[src/rtl/acc_pkg.sv]
package acc_pkg;
   localparam int BYTE_W = 8;

   typedef enum logic [3:0] {
      S_IDLE,
      S_LUT_RD,
      S_LUT_CAP,
      S_LO_RD,
      S_LO_CAP,
      S_HI_RD,
      S_HI_CAP,
      S_LO_WR,
      S_HI_WR,
      S_RO_LO_RD,
      S_RO_LO_CAP,
      S_RO_HI_RD,
      S_RO_HI_CAP,
      S_RO_LO_WR,
      S_RO_HI_WR
   } eng_state_t;
endpackage

[src/rtl/evt_gate.sv]
// Channel qualification and one-entry holding register for events.
module evt_gate #(
   parameter int CODE_W = 12,
   parameter int ID_W   = 3,
   parameter int NUM_CH = 4
) (
   input  logic              clk,
   input  logic              rst_n,
   input  logic              evt_valid,
   input  logic [CODE_W-1:0] evt_code,
   input  logic [ID_W-1:0]   evt_det,
   input  logic              evt_bank,
   input  logic [NUM_CH-1:0] ch_en,
   input  logic              take,
   output logic              pend_vld,
   output logic [CODE_W-1:0] pend_code,
   output logic [ID_W-1:0]   pend_det,
   output logic              pend_bank,
   output logic              drop
);
   localparam int NID = 1 << ID_W;

   logic [NID-1:0] id_ok;
   logic           accept;

   for (genvar g = 0; g < NID; g++) begin : g_id
      if (g < NUM_CH) begin : g_ch
         assign id_ok[g] = ch_en[g];
      end else begin : g_off
         assign id_ok[g] = 1'b0;
      end
   end

   assign accept = evt_valid && id_ok[evt_det];

   always_ff @(posedge clk or negedge rst_n) begin
      if (!rst_n) begin
         pend_vld  <= 1'b0;
         pend_code <= '0;
         pend_det  <= '0;
         pend_bank <= 1'b0;
         drop      <= 1'b0;
      end else begin
         drop <= accept && pend_vld && !take;
         if (take) pend_vld <= 1'b0;
         if (accept && (!pend_vld || take)) begin
            pend_vld  <= 1'b1;
            pend_code <= evt_code;
            pend_det  <= evt_det;
            pend_bank <= evt_bank;
         end
      end
   end
endmodule

[src/rtl/acc_addr_map.sv]
// Builds the byte address for table and counter accesses.
module acc_addr_map #(
   parameter int CODE_W = 12,
   parameter int ID_W   = 3,
   parameter int BIN_W  = 8,
   parameter int ADDR_W = 16
) (
   input  logic              sel_lut,
   input  logic [CODE_W-1:0] code,
   input  logic [ID_W-1:0]   det,
   input  logic              bank,
   input  logic [BIN_W-1:0]  bin,
   input  logic              hb,
   output logic [ADDR_W-1:0] addr
);
   localparam int BANK_POS = 1 + BIN_W;

   always_comb begin
      addr = '0;
      if (sel_lut) begin
         addr[ID_W-1:0]      = det;
         addr[ID_W+:CODE_W]  = code;
         addr[ADDR_W-1]      = 1'b0;
      end else begin
         addr[0]             = hb;
         addr[1+:BIN_W]      = bin;
         addr[BANK_POS]      = bank;
         addr[ADDR_W-1]      = 1'b1;
      end
   end
endmodule

[src/rtl/acc_engine.sv]
// Sequencer for table lookup, byte-wise increment and readout-with-clear.
module acc_engine
   import acc_pkg::*;
#(
   parameter int CODE_W   = 12,
   parameter int ID_W     = 3,
   parameter int BIN_W    = 8,
   parameter bit SATURATE = 1'b1
) (
   input  logic                clk,
   input  logic                rst_n,
   input  logic                pend_vld,
   input  logic [CODE_W-1:0]   pend_code,
   input  logic [ID_W-1:0]     pend_det,
   input  logic                pend_bank,
   input  logic                acq_bank,
   input  logic                rd_req,
   input  logic [BIN_W-1:0]    rd_idx,
   input  logic                mem_gnt,
   input  logic [BYTE_W-1:0]   mem_rdata,
   output logic                take,
   output logic                mem_req,
   output logic                mem_we,
   output logic [BYTE_W-1:0]   mem_wdata,
   output logic                a_lut,
   output logic [CODE_W-1:0]   a_code,
   output logic [ID_W-1:0]     a_det,
   output logic                a_bank,
   output logic [BIN_W-1:0]    a_bin,
   output logic                a_hb,
   output logic                rd_done,
   output logic [2*BYTE_W-1:0] rd_data
);
   localparam logic [BYTE_W-1:0] FULL = '1;

   eng_state_t          state;
   logic [CODE_W-1:0]   cur_code;
   logic [ID_W-1:0]     cur_det;
   logic                cur_bank;
   logic [BIN_W-1:0]    cur_bin;
   logic [BYTE_W-1:0]   lo_q, hi_q;
   logic                ro_pend, ro_bank_q;
   logic [BIN_W-1:0]    ro_idx_q;
   logic                ro_active;
   logic                sat_stop;

   if (SATURATE) begin : g_sat
      assign sat_stop = (mem_rdata == FULL);
   end else begin : g_wrap
      assign sat_stop = 1'b0;
   end

   assign ro_active = (state == S_RO_LO_RD) || (state == S_RO_LO_CAP) ||
                      (state == S_RO_HI_RD) || (state == S_RO_HI_CAP) ||
                      (state == S_RO_LO_WR) || (state == S_RO_HI_WR);
   assign take = (state == S_IDLE) && pend_vld;

   assign a_code = cur_code;
   assign a_det  = cur_det;
   assign a_bank = cur_bank;
   assign a_bin  = cur_bin;

   always_comb begin
      mem_req   = 1'b0;
      mem_we    = 1'b0;
      mem_wdata = '0;
      a_lut     = 1'b0;
      a_hb      = 1'b0;
      unique case (state)
         S_LUT_RD:   begin mem_req = 1'b1; a_lut = 1'b1; end
         S_LO_RD:    mem_req = 1'b1;
         S_HI_RD:    begin mem_req = 1'b1; a_hb = 1'b1; end
         S_LO_WR:    begin mem_req = 1'b1; mem_we = 1'b1; mem_wdata = lo_q + 1'b1; end
         S_HI_WR:    begin mem_req = 1'b1; mem_we = 1'b1; a_hb = 1'b1; mem_wdata = hi_q + 1'b1; end
         S_RO_LO_RD: mem_req = 1'b1;
         S_RO_HI_RD: begin mem_req = 1'b1; a_hb = 1'b1; end
         S_RO_LO_WR: begin mem_req = 1'b1; mem_we = 1'b1; end
         S_RO_HI_WR: begin mem_req = 1'b1; mem_we = 1'b1; a_hb = 1'b1; end
         default:    ;
      endcase
   end

   always_ff @(posedge clk or negedge rst_n) begin
      if (!rst_n) begin
         state     <= S_IDLE;
         cur_code  <= '0;
         cur_det   <= '0;
         cur_bank  <= 1'b0;
         cur_bin   <= '0;
         lo_q      <= '0;
         hi_q      <= '0;
         ro_pend   <= 1'b0;
         ro_bank_q <= 1'b0;
         ro_idx_q  <= '0;
         rd_done   <= 1'b0;
         rd_data   <= '0;
      end else begin
         rd_done <= 1'b0;
         if (rd_req && !ro_pend && !ro_active) begin
            ro_pend   <= 1'b1;
            ro_idx_q  <= rd_idx;
            ro_bank_q <= ~acq_bank;
         end
         unique case (state)
            S_IDLE: begin
               if (pend_vld) begin
                  cur_code <= pend_code;
                  cur_det  <= pend_det;
                  cur_bank <= pend_bank;
                  state    <= S_LUT_RD;
               end else if (ro_pend) begin
                  ro_pend  <= 1'b0;
                  cur_bin  <= ro_idx_q;
                  cur_bank <= ro_bank_q;
                  state    <= S_RO_LO_RD;
               end
            end
            S_LUT_RD:  if (mem_gnt) state <= S_LUT_CAP;
            S_LUT_CAP: begin
               cur_bin <= mem_rdata[BIN_W-1:0];
               state   <= S_LO_RD;
            end
            S_LO_RD:   if (mem_gnt) state <= S_LO_CAP;
            S_LO_CAP: begin
               lo_q  <= mem_rdata;
               state <= (mem_rdata == FULL) ? S_HI_RD : S_LO_WR;
            end
            S_HI_RD:   if (mem_gnt) state <= S_HI_CAP;
            S_HI_CAP: begin
               hi_q  <= mem_rdata;
               state <= sat_stop ? S_IDLE : S_LO_WR;
            end
            S_LO_WR:   if (mem_gnt) state <= (lo_q == FULL) ? S_HI_WR : S_IDLE;
            S_HI_WR:   if (mem_gnt) state <= S_IDLE;
            S_RO_LO_RD:  if (mem_gnt) state <= S_RO_LO_CAP;
            S_RO_LO_CAP: begin
               lo_q  <= mem_rdata;
               state <= S_RO_HI_RD;
            end
            S_RO_HI_RD:  if (mem_gnt) state <= S_RO_HI_CAP;
            S_RO_HI_CAP: begin
               hi_q  <= mem_rdata;
               state <= S_RO_LO_WR;
            end
            S_RO_LO_WR:  if (mem_gnt) state <= S_RO_HI_WR;
            S_RO_HI_WR: begin
               if (mem_gnt) begin
                  rd_done <= 1'b1;
                  rd_data <= {hi_q, lo_q};
                  state   <= S_IDLE;
               end
            end
            default: state <= S_IDLE;
         endcase
      end
   end
endmodule

[src/rtl/evt_bin_acc.sv]
// Top: energy binning accumulator with two banks in byte-wide shared memory.
module evt_bin_acc #(
   parameter int CODE_W   = 12,
   parameter int ID_W     = 3,
   parameter int NUM_CH   = 4,
   parameter int BIN_W    = 8,
   parameter int ADDR_W   = 16,
   parameter bit SATURATE = 1'b1
) (
   input  logic              clk,
   input  logic              rst_n,
   input  logic              evt_valid,
   input  logic [CODE_W-1:0] evt_code,
   input  logic [ID_W-1:0]   evt_det,
   input  logic              acq_bank,
   input  logic [NUM_CH-1:0] ch_en,
   input  logic              rd_req,
   input  logic [BIN_W-1:0]  rd_idx,
   output logic              rd_done,
   output logic [15:0]       rd_data,
   output logic              mem_req,
   output logic              mem_we,
   output logic [ADDR_W-1:0] mem_addr,
   output logic [7:0]        mem_wdata,
   input  logic              mem_gnt,
   input  logic [7:0]        mem_rdata,
   output logic              evt_drop
);
   localparam int LUT_SPAN = CODE_W + ID_W + 1;
   localparam int ACC_SPAN = BIN_W + 3;

   initial begin
      assert (ADDR_W >= LUT_SPAN) else $error("ADDR_W too small for table region");
      assert (ADDR_W >= ACC_SPAN) else $error("ADDR_W too small for counter region");
      assert (NUM_CH <= (1 << ID_W)) else $error("NUM_CH exceeds detector number range");
      assert (BIN_W <= acc_pkg::BYTE_W) else $error("bin must fit in one table byte");
   end

   logic              take, pend_vld, pend_bank;
   logic [CODE_W-1:0] pend_code;
   logic [ID_W-1:0]   pend_det;
   logic              a_lut, a_bank, a_hb;
   logic [CODE_W-1:0] a_code;
   logic [ID_W-1:0]   a_det;
   logic [BIN_W-1:0]  a_bin;

   evt_gate #(.CODE_W(CODE_W), .ID_W(ID_W), .NUM_CH(NUM_CH)) u_gate (
      .clk(clk), .rst_n(rst_n), .evt_valid(evt_valid), .evt_code(evt_code),
      .evt_det(evt_det), .evt_bank(acq_bank), .ch_en(ch_en), .take(take),
      .pend_vld(pend_vld), .pend_code(pend_code), .pend_det(pend_det),
      .pend_bank(pend_bank), .drop(evt_drop)
   );

   acc_engine #(.CODE_W(CODE_W), .ID_W(ID_W), .BIN_W(BIN_W), .SATURATE(SATURATE)) u_eng (
      .clk(clk), .rst_n(rst_n), .pend_vld(pend_vld), .pend_code(pend_code),
      .pend_det(pend_det), .pend_bank(pend_bank), .acq_bank(acq_bank),
      .rd_req(rd_req), .rd_idx(rd_idx), .mem_gnt(mem_gnt), .mem_rdata(mem_rdata),
      .take(take), .mem_req(mem_req), .mem_we(mem_we), .mem_wdata(mem_wdata),
      .a_lut(a_lut), .a_code(a_code), .a_det(a_det), .a_bank(a_bank),
      .a_bin(a_bin), .a_hb(a_hb), .rd_done(rd_done), .rd_data(rd_data)
   );

   acc_addr_map #(.CODE_W(CODE_W), .ID_W(ID_W), .BIN_W(BIN_W), .ADDR_W(ADDR_W)) u_map (
      .sel_lut(a_lut), .code(a_code), .det(a_det), .bank(a_bank),
      .bin(a_bin), .hb(a_hb), .addr(mem_addr)
   );
endmodule

[config.mk]
export PLATFORM = sky130hd
export DESIGN_NAME = evt_bin_acc
export DESIGN_NICKNAME = d
export VERILOG_FILES = /design/src/rtl/acc_pkg.sv /design/src/rtl/evt_gate.sv /design/src/rtl/acc_addr_map.sv /design/src/rtl/acc_engine.sv /design/src/rtl/evt_bin_acc.sv
export SDC_FILE = /design/constraint.sdc
export NUM_CORES = 1
export LEC_CHECK = 0
export ABC_AREA = 1
export BUFFER_PORTS_ARGS = -buffer_cell sky130_fd_sc_hd__clkbuf_2
export CAP_MARGIN = 15
export CORE_MARGIN = 2
export CORE_UTILIZATION = 56
export DETAILED_ROUTE_END_ITERATION = 10
export GPL_ROUTABILITY_DRIVEN = 1
export GPL_TIMING_DRIVEN = 0
export PLACE_DENSITY = 0.81
export SYNTH_ARGS = -nofsm -noshare
export SYNTH_HDL_FRONTEND = slang
export SYNTH_HIERARCHICAL = 1
export SYNTH_SLANG_ARGS = --single-unit
[constraint.sdc]
create_clock -name clk -period 6.5 [get_ports clk]
set_clock_uncertainty 0.1 [all_clocks]
set_input_delay 0.325 -clock clk [delete_from_list [all_inputs] [get_ports clk]]
set_output_delay 0.325 -clock clk [all_outputs]
set_load 0.05 [all_outputs]
# After elaboration in Yosys (flattened, before gate mapping)
# Index checks and enable logic that the tools add are counted.
# totals
register_bits,89
elab_cells,117
in_bits,41
output_inout_bits,44
# classes
n_addsub,2
n_eq_ne,27
n_bitwise,1
n_lt_le_gt_ge,1
n_reduce_logical,32
muxes,37
# op_table
cell,n
$pmux 4 s14,1
$mux 4,11
$pmux 8 s2,2
$eq 4x4->1 const B,7
$add 8x1->8 const B,2
$eq 4x3->1 const B,4
$eq 8x8->1 const B,2
$mux 1,16
$mux 8,2
$ne 2x2->1 const B,8
$mux 10,1
$reduce_and 9->1,1
$reduce_or 9->1,1
$eq 4x2->1 const B,2
$reduce_or 4->1,2
$logic_and 1x1->1,7
$logic_or 1x1->1,6
$reduce_and 2->1,3
$reduce_bool 2->1,3
$reduce_or 2->1,3
$mux 5,1
$eq 4x1->1 const B,1
$logic_not 1->1,4
$logic_not 4->1,1
8 further kinds,9

# Logic depth before layout (Yosys ltp)
# depth
ltp_word,12
mapped_depth,13
depth_no_buf,11

# Hierarchy
# Netlist, hierarchy kept.
# modules_own_cells
module,area_per_inst_um2,seq_area_each_um2,n_inst,cells_per_inst
acc_engine,3475.8,1776.7,1,426
evt_gate,848.3,450.4,1,92
acc_addr_map,209.0,0.0,1,44

# Worst setup path after synthesis
# No wires, ideal clock.
# synth_timing
kind,reg2out
startpoint,reg u_eng.state[0]
endpoint,out mem_wdata[4]
slack_ns,3.698
t_required_ns,6.075
path_buffers,0
path_stages_with_launch,9
t_arrival_ns,2.377
cell_sequence,dfrtp_1 nor2_2 nand2_2 nand2_1 nand2_1 ha_1 nand3_2 nor2_2 nor3_1
# synth_between
elab_chain_len,2
elab_cells_between_ends,3
classes_between,2 x eq/ne; 1 x mux
# synth_rtl
item,line,text
from (decl),acc_engine.sv:36,eng_state_t state;
from (signal assigned),acc_engine.sv:126,state <= (mem_rdata == FULL) ? S_HI_RD : S_LO_WR;
from (signal assigned),acc_engine.sv:131,state <= sat_stop ? S_IDLE : S_LO_WR;
from (signal assigned),acc_engine.sv:133,S_LO_WR: if (mem_gnt) state <= (lo_q == FULL) ? S_HI_WR : S_IDLE;
$eq 4x4->1 or $eq 4x3->1 (tied branches),acc_engine.sv:69,unique case (state)
$pmux 8 s2 (*),acc_engine.sv:69,
to (decl),evt_bin_acc.sv:24,"output logic [7:0] mem_wdata,"
# Mark *: on every way between the ends. The rest lies on a longest branch, timed or not.

# Final worst setup path
# layout_timing
startpoint,reg u_eng.state[0]
endpoint,out mem_wdata[6]
# Same word-level chain as after synthesis.

==> flow_metrics.py <==
metrics = {
    "status": {
        "status": "completed",
    },
    "final_layout": {
        "layout.cells.non_filler": 766,
        "area_growth_pct": 18.1,
        "layout.nets": 701,
        "n_fill_cell": 652,
        "layout-drive-gt1-share_pct": 25.9,
        "diodes": 0,
        "layout_commonest_cell": "nand2_1",
        "mostFrequentLayoutCells": "217 x nand2_1, 89 x dfrtp_1, 83 x clkbuf_2",
    },
    "sta": {
        "rsz0062_at_grt": "false",
        "final_hold_viol_count": 0,
        "finalWorstSetupSlack_ns": 3.64,
        "finalSetupViolations": 0,
        "period_needed_ns": 2.86,
        "tightest_slew_ns": 0.591,
        "maxSlewViolCount": 0,
        "max_slew_margin_pct": 60.6,
        "tns_ns": 0,
        "fmax_ghz": 0.350,
        "fin_crit_sh_pct": 43.9,
    },
    "global_routing": {
        "grt_pass1_vias": 3745,
        "grt_antenna_before_repair": 0,
        "grt-ovfl-total": 0,
        "grt_pass1_wl_mm": 18.0,
        "track_usage_pct": 26.2,
        "grt_max_degree": 50,
    },
    "route": {
        "dr.pass1.iters": 5,
        "vias": 4074,
        "postRouteAntennaNets": 0,
        "via_per_inst": 5.32,
        "first_iter_violations": 313,
        "wl_per_cell_um": 14.0,
        "wirelength_mm": 10.7,
        "drt_drc_violations_left": 0,
    },
    "placed_design": {
        "dp_cells": 749,
        "hpwl_mm": 8.24,
        "io_buffers": 84,
        "pre_cts_slack_ns": 4.03,
        "routabilityCongestion": 0.871,
    },
    "pwr": {
        "power.density_nw_per_um2": 560,
        "leakage_nw": 2.88,
        "peakVddDrop_v": 0.000289,
    },
    "synth": {
        "synth_cell_types": 41,
        "syn_area_per_cell_um2": 8.07,
        "ys.flop_type": "dfrtp_1",
        "synth_async_sr_flop_share_pct": 100,
        "synth_edf_count": 0,
        "syn_nets": 604,
        "syn_area_um2": 4530,
        "synth-warning-count": 6,
        "postSynthRegisterBits": 89,
        "synthCells": 562,
        "seq_area_frac_synth_pct": 49.1,
    },
    "critical_path": {
        "cp_max_fo": 8,
        "crit_arrival_ns": 2.43,
        "crit_required_ns": 6.07,
        "crit_type": "register to output port",
        "critPathLaunchType": "register",
        "crit_path_end_kind": "output port",
    },
    "cts": {
        "clock_latency_ns": 0.35,
        "cts_buffers": 9,
        "cts_tree": "done",
        "clock-sinks": 89,
        "clockBufferDepth": 2,
        "root_buffer": "clkbuf_8",
        "post_cts_resized": 0,
        "htreeDepth": 3,
        "path_clk_slew_ns": 0.09,
    },
    "flow_run": {
        "maxCapViolations": 0,
    },
    "die": {
        "die_h_um": 94.0,
        "num_rows": 32,
        "dieArea_um2": 8830,
        "start_util_pct": 58.4,
        "core-area_um2": 7770,
        "ios": 85,
        "die_w_um": 94.0,
    },
    "hold_path": {
        "hold_path.class": "input port to register",
    },
}
==> routing by layer <==
layer | global-route usage, % | vias up | part of all wire, %
li1 | - | 1997 | -
met1 | 37.4 | 1895 | 44
met2 | 41.0 | 165 | 47
met3 | 5.78 | 17 | 7.6
met4 | 6.52 | 0 | 1.1
met5 | 0 | - | 0
==> synth_stat cells, types with 5 or more instances <==
cell type	count	area, µm²
o21ai_0	8	40.0
inv_2	8	30.0
inv_1	47	176
nor2_1	24	90.1
buf_2	9	45.0
nand2_1	217	815
nor3_1	5	25.0
buf_6	5	56.3
nand4_1	19	119
o21ai_1	35	175
nand3_1	19	95.1
dfrtp_1	89	2230
nand2_2	16	100
a21oi_1	10	50.1
nor2_2	7	43.8
==> stage by stage <==
stage	power [mW]	cell area (µm²)	hold WS, ns	util, %
floorplan	2.17	4530	-0.0706	-
global placement	2.51	5080	0.354	65.4
detailed placement	2.56	5110	0.294	65.8
CTS	2.99	5350	0.0741	68.9
global route	3.21	5350	0.0733	68.9
finish	2.99	5350	0.0739	68.9
==> logic make-up after synthesis <==
logic type               Yosys count  share of synthesized area (%)
flip-flops                        89                           49.1
adder cells (fa/ha/maj)            1                          0.276
AO/OA/AOI/OAI                     72                           9.47
AND/OR/NAND/NOR                  324                           33.0
buffers and inverters             76                           8.14
==> worst paths after layout <==
| path | slack, ns | to | cells past startpoint | startpoint |
|---|---|---|---|---|
| worst max-delay path | 3.64 | mem_wdata[6] | 9 | u_eng/state[0] |
| worst min-delay path | 0.07 | u_eng/ro_idx_q[7] | 3 | rd_idx[7] |
| worst max register to register | 4.06 | u_gate/pend_code[5] | 12 | u_eng/state[3] |
| worst min register to register | 0.37 | u_eng/a_code[7] | 2 | u_eng/a_code[7] |
| max in group asynchronous | 5.24 | u_eng/state[3] | 3 | rst_n |
| min in group asynchronous | 0.43 | u_eng/hi_q[6] | 2 | rst_n |
==> area by class of cell <==
class,count,area [µm²],area share (%)
Clock inverter,4,75.1,1.40
Tap cell,102,128,2.38
Clock buffer,12,155,2.90
Buffer,19,151,2.83
Timing Repair Buffer,86,460,8.60
Inverter,57,218,4.07
Multi-Input combinational cell,397,1940,36.2
Sequential cell,89,2230,41.6
==> critical path: stages (launching register included) <==
cell,delay [ns]
dfrtp_1,0.49
nor2_2,0.32
nand3_1,0.11
nand2_1,0.15
ha_1,0.21
nand3_2,0.12
nor2_2,0.15
nand3_1,0.09
a21oi_1,0.15
clkbuf_2,0.29
==> registers in the layout (all words and copies together), names as in the netlist, 3 cells and up <==
signal,flops
u_eng/a_bin,8
u_eng/ro_idx_q,8
u_eng/hi_q,8
u_eng/state,4
u_gate/pend_code,12
u_eng/lo_q,8
u_gate/pend_det,3
u_eng/a_det,3
u_eng/a_code,12
u_eng/rd_data,16
==> repair_timing <==
action / in CTS / in global routing
setup buffers: 0 / 0
hold endpoints to repair: 40 / 0
setup endpoints to repair: 0 / 0
hold buffers: 1 / 0
==> where the power goes <==
part / internal [mW] / total [mW] / switching [mW]
combinational: 0.440 / 1.60 / 1.16
sequential: 0.805 / 0.967 / 0.162
clock: 0.238 / 0.429 / 0.191
Power figures use the tool's default switching activity.
